**src/rtl/dackdma_pkg.sv**
```systemverilog
package dackdma_pkg;
  typedef enum logic [1:0] {
    ST_IDLE = 2'd0,
    ST_REQ  = 2'd1,
    ST_XFER = 2'd2,
    ST_DONE = 2'd3
  } dstate_t;
endpackage

```
**src/rtl/dackdma_seq.sv**
```systemverilog
module dackdma_seq
  import dackdma_pkg::*;
(
  input  logic    clk,
  input  logic    rst_n,
  input  logic    cfg_en,
  input  logic    cfg_burst,
  input  logic    pkt_start,
  input  logic    dack_i,
  input  logic    fifo_valid,
  input  logic    last_word,
  output dstate_t state_q,
  output logic    dreq,
  output logic    pop,
  output logic    load,
  output logic    clr
);
  dstate_t nxt;

  always_comb begin
    nxt  = state_q;
    load = 1'b0;
    pop  = 1'b0;
    clr  = !cfg_en;
    if (!cfg_en) begin
      nxt = ST_IDLE;
    end else begin
      case (state_q)
        ST_IDLE, ST_DONE: if (pkt_start) begin
          nxt  = ST_REQ;
          load = 1'b1;
        end
        ST_REQ: if (dack_i && fifo_valid) nxt = ST_XFER;
        ST_XFER: if (!dack_i && fifo_valid) begin
          pop = 1'b1;
          nxt = last_word ? ST_DONE : ST_REQ;
        end
        default: nxt = ST_IDLE;
      endcase
    end
  end

  always_ff @(posedge clk or negedge rst_n) begin
    if (!rst_n) state_q <= ST_IDLE;
    else        state_q <= nxt;
  end

  // request: single mode withholds while a word is acknowledged,
  // burst mode keeps it up except during the final word
  assign dreq = cfg_en &&
                ((state_q == ST_REQ && fifo_valid) ||
                 (state_q == ST_XFER && cfg_burst && !last_word));
endmodule

```
**src/rtl/dackdma_cnt.sv**
```systemverilog
module dackdma_cnt #(
  parameter int WORDS = 32,
  localparam int CW = $clog2(WORDS + 1)
) (
  input  logic          clk,
  input  logic          rst_n,
  input  logic          clr,
  input  logic          load,
  input  logic          pop,
  output logic [CW-1:0] words_left,
  output logic          last_word
);
  localparam logic [CW-1:0] FULL = CW'(WORDS);

  always_ff @(posedge clk or negedge rst_n) begin
    if (!rst_n)                            words_left <= '0;
    else if (clr)                          words_left <= '0;
    else if (load)                         words_left <= FULL;
    else if (pop && words_left != '0)      words_left <= words_left - CW'(1);
  end

  assign last_word = (words_left == CW'(1));
endmodule

```
**src/rtl/dackdma_bus.sv**
```systemverilog
module dackdma_bus #(
  parameter int DW = 16
) (
  input  logic          dack_i,
  input  logic          drive_ok,
  input  logic [DW-1:0] data_in,
  output logic          oe,
  output logic [DW-1:0] data_out
);
  assign oe = dack_i && drive_ok;

  for (genvar b = 0; b < DW; b++) begin : g_lane
    assign data_out[b] = oe & data_in[b];
  end
endmodule

```
**src/rtl/dack_dma_port.sv**
```systemverilog
module dack_dma_port
  import dackdma_pkg::*;
#(
  parameter int DW    = 16,
  parameter int WORDS = 32,
  localparam int CW   = $clog2(WORDS + 1)
) (
  input  logic          clk,
  input  logic          rst_n,
  input  logic          cfg_en,
  input  logic          cfg_burst,
  input  logic          pkt_start,
  input  logic [DW-1:0] fifo_data,
  input  logic          fifo_valid,
  output logic          fifo_ready,
  input  logic          dack_i,
  output logic          dreq_o,
  output logic [DW-1:0] bus_data_o,
  output logic          bus_oe_o,
  output logic          done_o,
  output logic [CW-1:0] words_left_o
);
  dstate_t state;
  logic    last_word, load, clr, drive_ok;

  dackdma_seq u_seq (
    .clk       (clk),
    .rst_n     (rst_n),
    .cfg_en    (cfg_en),
    .cfg_burst (cfg_burst),
    .pkt_start (pkt_start),
    .dack_i    (dack_i),
    .fifo_valid(fifo_valid),
    .last_word (last_word),
    .state_q   (state),
    .dreq      (dreq_o),
    .pop       (fifo_ready),
    .load      (load),
    .clr       (clr)
  );

  dackdma_cnt #(.WORDS(WORDS)) u_cnt (
    .clk       (clk),
    .rst_n     (rst_n),
    .clr       (clr),
    .load      (load),
    .pop       (fifo_ready),
    .words_left(words_left_o),
    .last_word (last_word)
  );

  assign drive_ok = cfg_en &&
                    ((state == ST_REQ && fifo_valid) || state == ST_XFER);

  dackdma_bus #(.DW(DW)) u_bus (
    .dack_i  (dack_i),
    .drive_ok(drive_ok),
    .data_in (fifo_data),
    .oe      (bus_oe_o),
    .data_out(bus_data_o)
  );

  assign done_o = (state == ST_DONE);
endmodule

```
**config.mk**
```make
export PLATFORM = sky130hd
export DESIGN_NAME = dack_dma_port
export DESIGN_NICKNAME = d
export VERILOG_FILES = /design/src/rtl/dackdma_pkg.sv /design/src/rtl/dackdma_seq.sv /design/src/rtl/dackdma_cnt.sv /design/src/rtl/dackdma_bus.sv /design/src/rtl/dack_dma_port.sv
export SDC_FILE = /design/constraint.sdc
export NUM_CORES = 1
export LEC_CHECK = 0
export CAP_MARGIN = 40
export CORE_ASPECT_RATIO = 1.1
export CORE_UTILIZATION = 35
export CTS_CLUSTER_SIZE = 24
export DETAILED_ROUTE_END_ITERATION = 8
export PLACE_DENSITY = 0.79
export SYNTH_ARGS = -nofsm -noshare
export SYNTH_HDL_FRONTEND = slang
export SYNTH_SLANG_ARGS = --single-unit
```
**constraint.sdc**
```tcl
create_clock -name clk -period 1.8 [get_ports clk]
set_input_delay 0.36 -clock clk [delete_from_list [all_inputs] [get_ports clk]]
set_output_delay 0.36 -clock clk [all_outputs]
set_load 0.005 [all_outputs]
```
-- Word level (Yosys, flattened, before mapping)
Cells that the tools add are included.
- output and inout bits: 26
- input bits: 23
- flip-flop bits (word level): 8
- equal/unequal tests: 8
- add/sub/neg operators: 1
- reductions and logical operators: 17
- muxes and demuxes: 15
- bitwise gates (word level): 16
- operator list (cell ; count):
    $mux 6 ; 3
    $and 1x1->1 ; 16
    $mux 2 ; 5
    $logic_and 1x1->1 ; 9
    $eq 6x1->1 const B ; 1
    $mux 1 ; 6
    $ne 3x2->1 const B ; 2
    $pmux 2 s3 ; 1
    $reduce_bool 6->1 ; 1
    $sub 6x1->6 const B ; 1
    $eq 2x2->1 const B ; 2
    $ne 3x1->1 const B ; 1
    $ne 3x3->1 const B ; 1
    $reduce_and 3->1 ; 1
    $eq 2x1->1 const B ; 1
    $logic_not 1->1 ; 2
    $logic_not 2->1 ; 1
    $logic_or 1x1->1 ; 2
    $reduce_or 2->1 ; 1

-- Logic depth before layout (Yosys ltp)
- word-level depth: 9
- mapped depth: 6
- depth with buffers taken out: 6

-- By module
A second synthesis with hierarchy kept.
- cell total of the unflattened synthesis: 87
- area, all modules: 726.9 µm²
- modules (own cells, without submodules) (module ; area each (µm²) ; instances ; cells an instance ; sequential area each (µm²)):
    dackdma_cnt ; 371.6 ; 1 ; 38 ; 150.1
    dackdma_seq ; 192.7 ; 1 ; 26 ; 50.0
    dackdma_bus ; 135.1 ; 1 ; 19 ; 0.0
    dack_dma_port ; 27.5 ; 1 ; 4 ; 0.0

-- Worst setup path before layout
OpenSTA, ideal clock, no wires.
- kind: register -> output
- from: register u_seq.state_q[0]
- to: output bus_data_o[0]
- required time: 1440 ps
- path slack: 121 ps
- arrival: 1319 ps
- stages on the path, launching flop included: 7
- cell sequence: dfrtp_1 > inv_1 > ha_1 > a21oi_1 > nor2_1 > buf_2 > and2_1
- longest elaborated chain between the ends: 6
- RTL lines (what ; line ; source):
    start, declared ; dackdma_seq.sv:12 ; output dstate_t state_q,
    start signal, assigned ; dackdma_seq.sv:45 ; else state_q <= nxt;
    $eq 2x1->1 ; dack_dma_port.sv:53 ; ((state == ST_REQ && fifo_valid) || state == ST_XFER);
    $logic_and 1x1->1 ; dack_dma_port.sv:53 ;
    $logic_or 1x1->1 * ; dack_dma_port.sv:53 ;
    $logic_and 1x1->1 * ; dack_dma_port.sv:52 ; assign drive_ok = cfg_en &&
    $logic_and 1x1->1 * ; dackdma_bus.sv:10 ; assign oe = dack_i && drive_ok;
    named net bus_oe_o ; dack_dma_port.sv:19 ; output logic bus_oe_o,
    $and 1x1->1 * ; dackdma_bus.sv:13 ; assign data_out[b] = oe & data_in[b];
    end, declared ; dack_dma_port.sv:18 ; output logic [DW-1:0] bus_data_o,
Mark *: on every way through the listed nets, which the timed path passes. The rest lies on a longest branch.

-- Worst setup path after layout
- from: register u_seq.state_q[0]
- to: output bus_data_o[11]
- longest elaborated chain between the ends: 6
- RTL lines (what ; line):
    $eq 2x1->1 ; dack_dma_port.sv:53
    $logic_and 1x1->1 ; dack_dma_port.sv:53
    $logic_or 1x1->1 * ; dack_dma_port.sv:53
    $logic_and 1x1->1 * ; dack_dma_port.sv:52
    $logic_and 1x1->1 * ; dackdma_bus.sv:10
    $and 1x1->1 * ; dackdma_bus.sv:13
Every way passes the cells marked *; elsewhere a longest branch is shown, timed or not.

==> metrics.md <==
| Metric | Value |
|---|---|
| Slowest stage delay, CP | 400 ps |
| Largest net degree at the start of global routing | 9 |
| Full die area | 2270 um^2 |
| Ys flop type | dfrtp_1 |
| Die Ht | 49.8 um |
| Detail Route Antenna Nets | 0 |
| Hold Fails Final Rpt | 0 |
| Row count | 16 |
| Failing checks | negative setup slack |
| Post-synth top area share | 27.5% |
| Fin nets | 192 |
| DRC errors left | 0 |
| CP endpoint kind | output port |
| 1st-iter DRT viols | 7 |
| Most frequent cell after synthesis | and2_1 |
| Seq cells post-synth | 8 |
| Initial Util | 39.1% |
| Routed WL | 3170 um |
| Design Power | 0.000711 W |
| Pleak | 0.769 nW |
| CTS tree | yes |
| Worst EP required | 1440 ps |
| WP data arrival | 1620 ps |
| Sequential share of the synthesized area | 27.5% |
| Core ar. | 1860 um^2 |
| Via count | 916 |
| Fmax | 0.505 GHz |
| Initial antenna violation count | 0 |
| Switch Pwr | 0.000214 W |
| Sink Count | 8 |
| Global-route wire length before repair | 4520 um |
| Cts-stage hold buffer count | 0 |
| Root Driver | clkbuf_4 |
| Int Power | 0.000497 W |
| Main combinational cell family by area after synthesis | simple AND/OR/NAND/NOR gates |
| Synth Cell Area | 728 um^2 |
| Hold_ws | 376 ps |
| Worst-case vdd ir drop | 0.000457 V |
| Synth Area per Inst | 9.22 um^2 |
| Synth Instances | 79 |
| Adder-Cell Fraction of Synth Area | 12.0% |
| Die X | 45.5 um |
| Most used cell, CP | buf_6 |
| Area share of xor/xnor cells in the synthesized design | 4.81% |
| Top Ports | 49 |
| Hold Path Class | input pin to async pin |
| RSZ-0062 raised after global routing | yes |
| Router iterations before antenna repair | 4 |
| Post-Syn Nets | 109 |
| # fillers | 105 |
| Cell taking the most area after synthesis | dfrtp_1 |
| Ys async rst share | 100% |
| Critical path type | register to output port |
| Worst-path fanout max | 6 |
| Worst skew pair latency | 240 ps |
| Gate power share | 53.8% |
| DP HPWL | 2080 um |
| Vias/cell | 4.90 |
| Part of the cycle the worst path needs | 110% |
| Congestion Overflow GR | 0 |
| N_diodes | 0 |
| Compound-Gate Fraction of Synth Area | 18.4% |
| Ys Warns | 0 |
| Port Buffers | 48 |
| Clock-pin slew on the worst setup and hold paths | 50 ps |
| Layout cells sized above 1 | 49.4% |
| Setup ws final | -181 ps |
| All-layer global routing usage | 27.9% |
| Vias in the first global route | 964 |
| Sw Ratio | 30.1% |
| Clock Path Buffers | 2 |
| Reg2reg start | u_seq.state_q[1]$_DFFE_PN0P_ |
| Worst-margin pin slew | 335 ps |
| Max cap viols | 0 |
| Final setup fails | 18 |
| Critical path origin | u_seq.state_q[0]$_DFFE_PN0P_ |
| Post-synth top cells | and2_1 (16), dfrtp_1 (8), ha_1 (7), inv_1 (7), nand2_1 (7) |
| CTS Buf Count | 3 |
| Synth Area in Simple Gates | 33.0% |
| Top post-synthesis cells by area | dfrtp_1 (27%), and2_1 (14%), ha_1 (12%) |
| Final Skew | 0.936 ps |
| Gpl congestion | 0.820 |
| Count of flip-flops with a built-in enable after synthesis | 0 |
| Seq pwr share | 28.4% |
| PwrDens | 442 nW/um^2 |
| DP Area | 1380 um^2 |
| Final instance area | 1610 um^2 |
| Clock Power Share | 17.8% |
| Cell chain of the critical path | buf_6, ha_4, a21oi_4, nor2_4, buf_6, buf_6, and2_4, buf_6 |
| WL/cell | 16.9 um |
| Startpoint types | register |
| Slew headroom | 77.5% |
| Period minus WS final | 1980 ps |
| Max-slew violations | 0 |
| Worst-path cell with the longest stage delay | dfrtp_1 |
| Status | finished with violations |
| H-tree levels | 1 |
| Mux cell area share after synthesis | 0% |
| Post-synth cell types | 26 |
| Area Growth Syn to Fin | 121% |
## cells by family after synthesis
logic type / count (synthesis)
adder cells (fa/ha/maj): 7
flip-flops: 8
XOR/XNOR: 4
AO/OA/AOI/OAI: 14
buffers and inverters: 8
AND/OR/NAND/NOR: 38
## state kept, by name, indices dropped and copies added (netlist names)
name              count
u_cnt.words_left      6
u_seq.state_q         2
## layout make-up
cell class / count / area (um^2) / share of cell area [%]
timing repair buffer: 79 / 729 / 45.3
multi-input combinational: 63 / 598 / 37.1
sequential: 8 / 200 / 12.4
tap: 27 / 33.8 / 2.10
inverter: 7 / 26.3 / 1.63
clock buffer: 3 / 22.5 / 1.40
## power by group through the flow
stage | clock, W | sequential (W) | combinational [W]
after floorplan | 0 | 0.000206 | 0.000101
after global placement | 0 | 0.000203 | 0.000263
after detailed placement | 0 | 0.000204 | 0.000272
after CTS | 0.000135 | 0.000201 | 0.000336
after global routing | 0.000139 | 0.000202 | 0.000404
final | 0.000127 | 0.000202 | 0.000383
## cells in the final DEF (no fill, tap or decap), types with 4 or more instances in the layout
cell / n
dfrtp_1: 8
buf_4: 19
and2_4: 11
clkdlybuf4s50_1: 27
xnor2_1: 4
buf_6: 23
inv_1: 5
ha_1: 5
nor2_1: 5
buf_2: 7
nand2_1: 7
and2_1: 5
## routing by layer
metal | global-route usage [%] | vias to the layer above | part of all wire, %
met5 | 0 | - | 0
met4 | 13.1 | 0 | 2.9
met3 | 3.30 | 8 | 2.5
met2 | 51.0 | 25 | 56
met1 | 30.2 | 447 | 38
li1 | - | 436 | -
## per-stage QoR
stage | TNS [ps] | setup WS [ps] | std cells | util (%)
global placement | -7110 | -375 | 172 | 74.1
finish | -2080 | -181 | 187 | 86.5
global route | -2970 | -227 | 187 | 86.5
detailed placement | -8230 | -419 | 172 | 74.1
CTS | -2180 | -204 | 187 | 81.2
floorplan | 0 | 121 | 79 | -
## worst max-delay path: cells and delay by family (launching register included)
| family | cells | cell delay (ps) |
|---|---|---|
| AOI/OAI and AO/OA | 1 | 140 |
| adders and majority gates | 1 | 170 |
| DFF | 1 | 400 |
| and+or+nand+nor | 2 | 190 |
| buffers and inverters | 4 | 480 |
## final timing paths
check	cells after the start	end	slack, ps
max	8	bus_data_o[11]	-180
min	1	u_cnt.words_left[1]$_DFFE_PN0P_	380
max reg2reg	8	u_cnt.words_left[5]$_DFFE_PN0P_	40
min reg2reg	3	u_cnt.words_left[1]$_DFFE_PN0P_	710
max in group asynchronous	1	u_seq.state_q[0]$_DFFE_PN0P_	1190
min in group clk	3	u_cnt.words_left[1]$_DFFE_PN0P_	710
## repair_timing
action	in CTS	in global routing
gates cloned	2	0
setup endpoints to repair	19	22
buffers inserted	10	1
resized for setup	104	25
pin swaps	17	10
(Power assumes the default switching activity.)
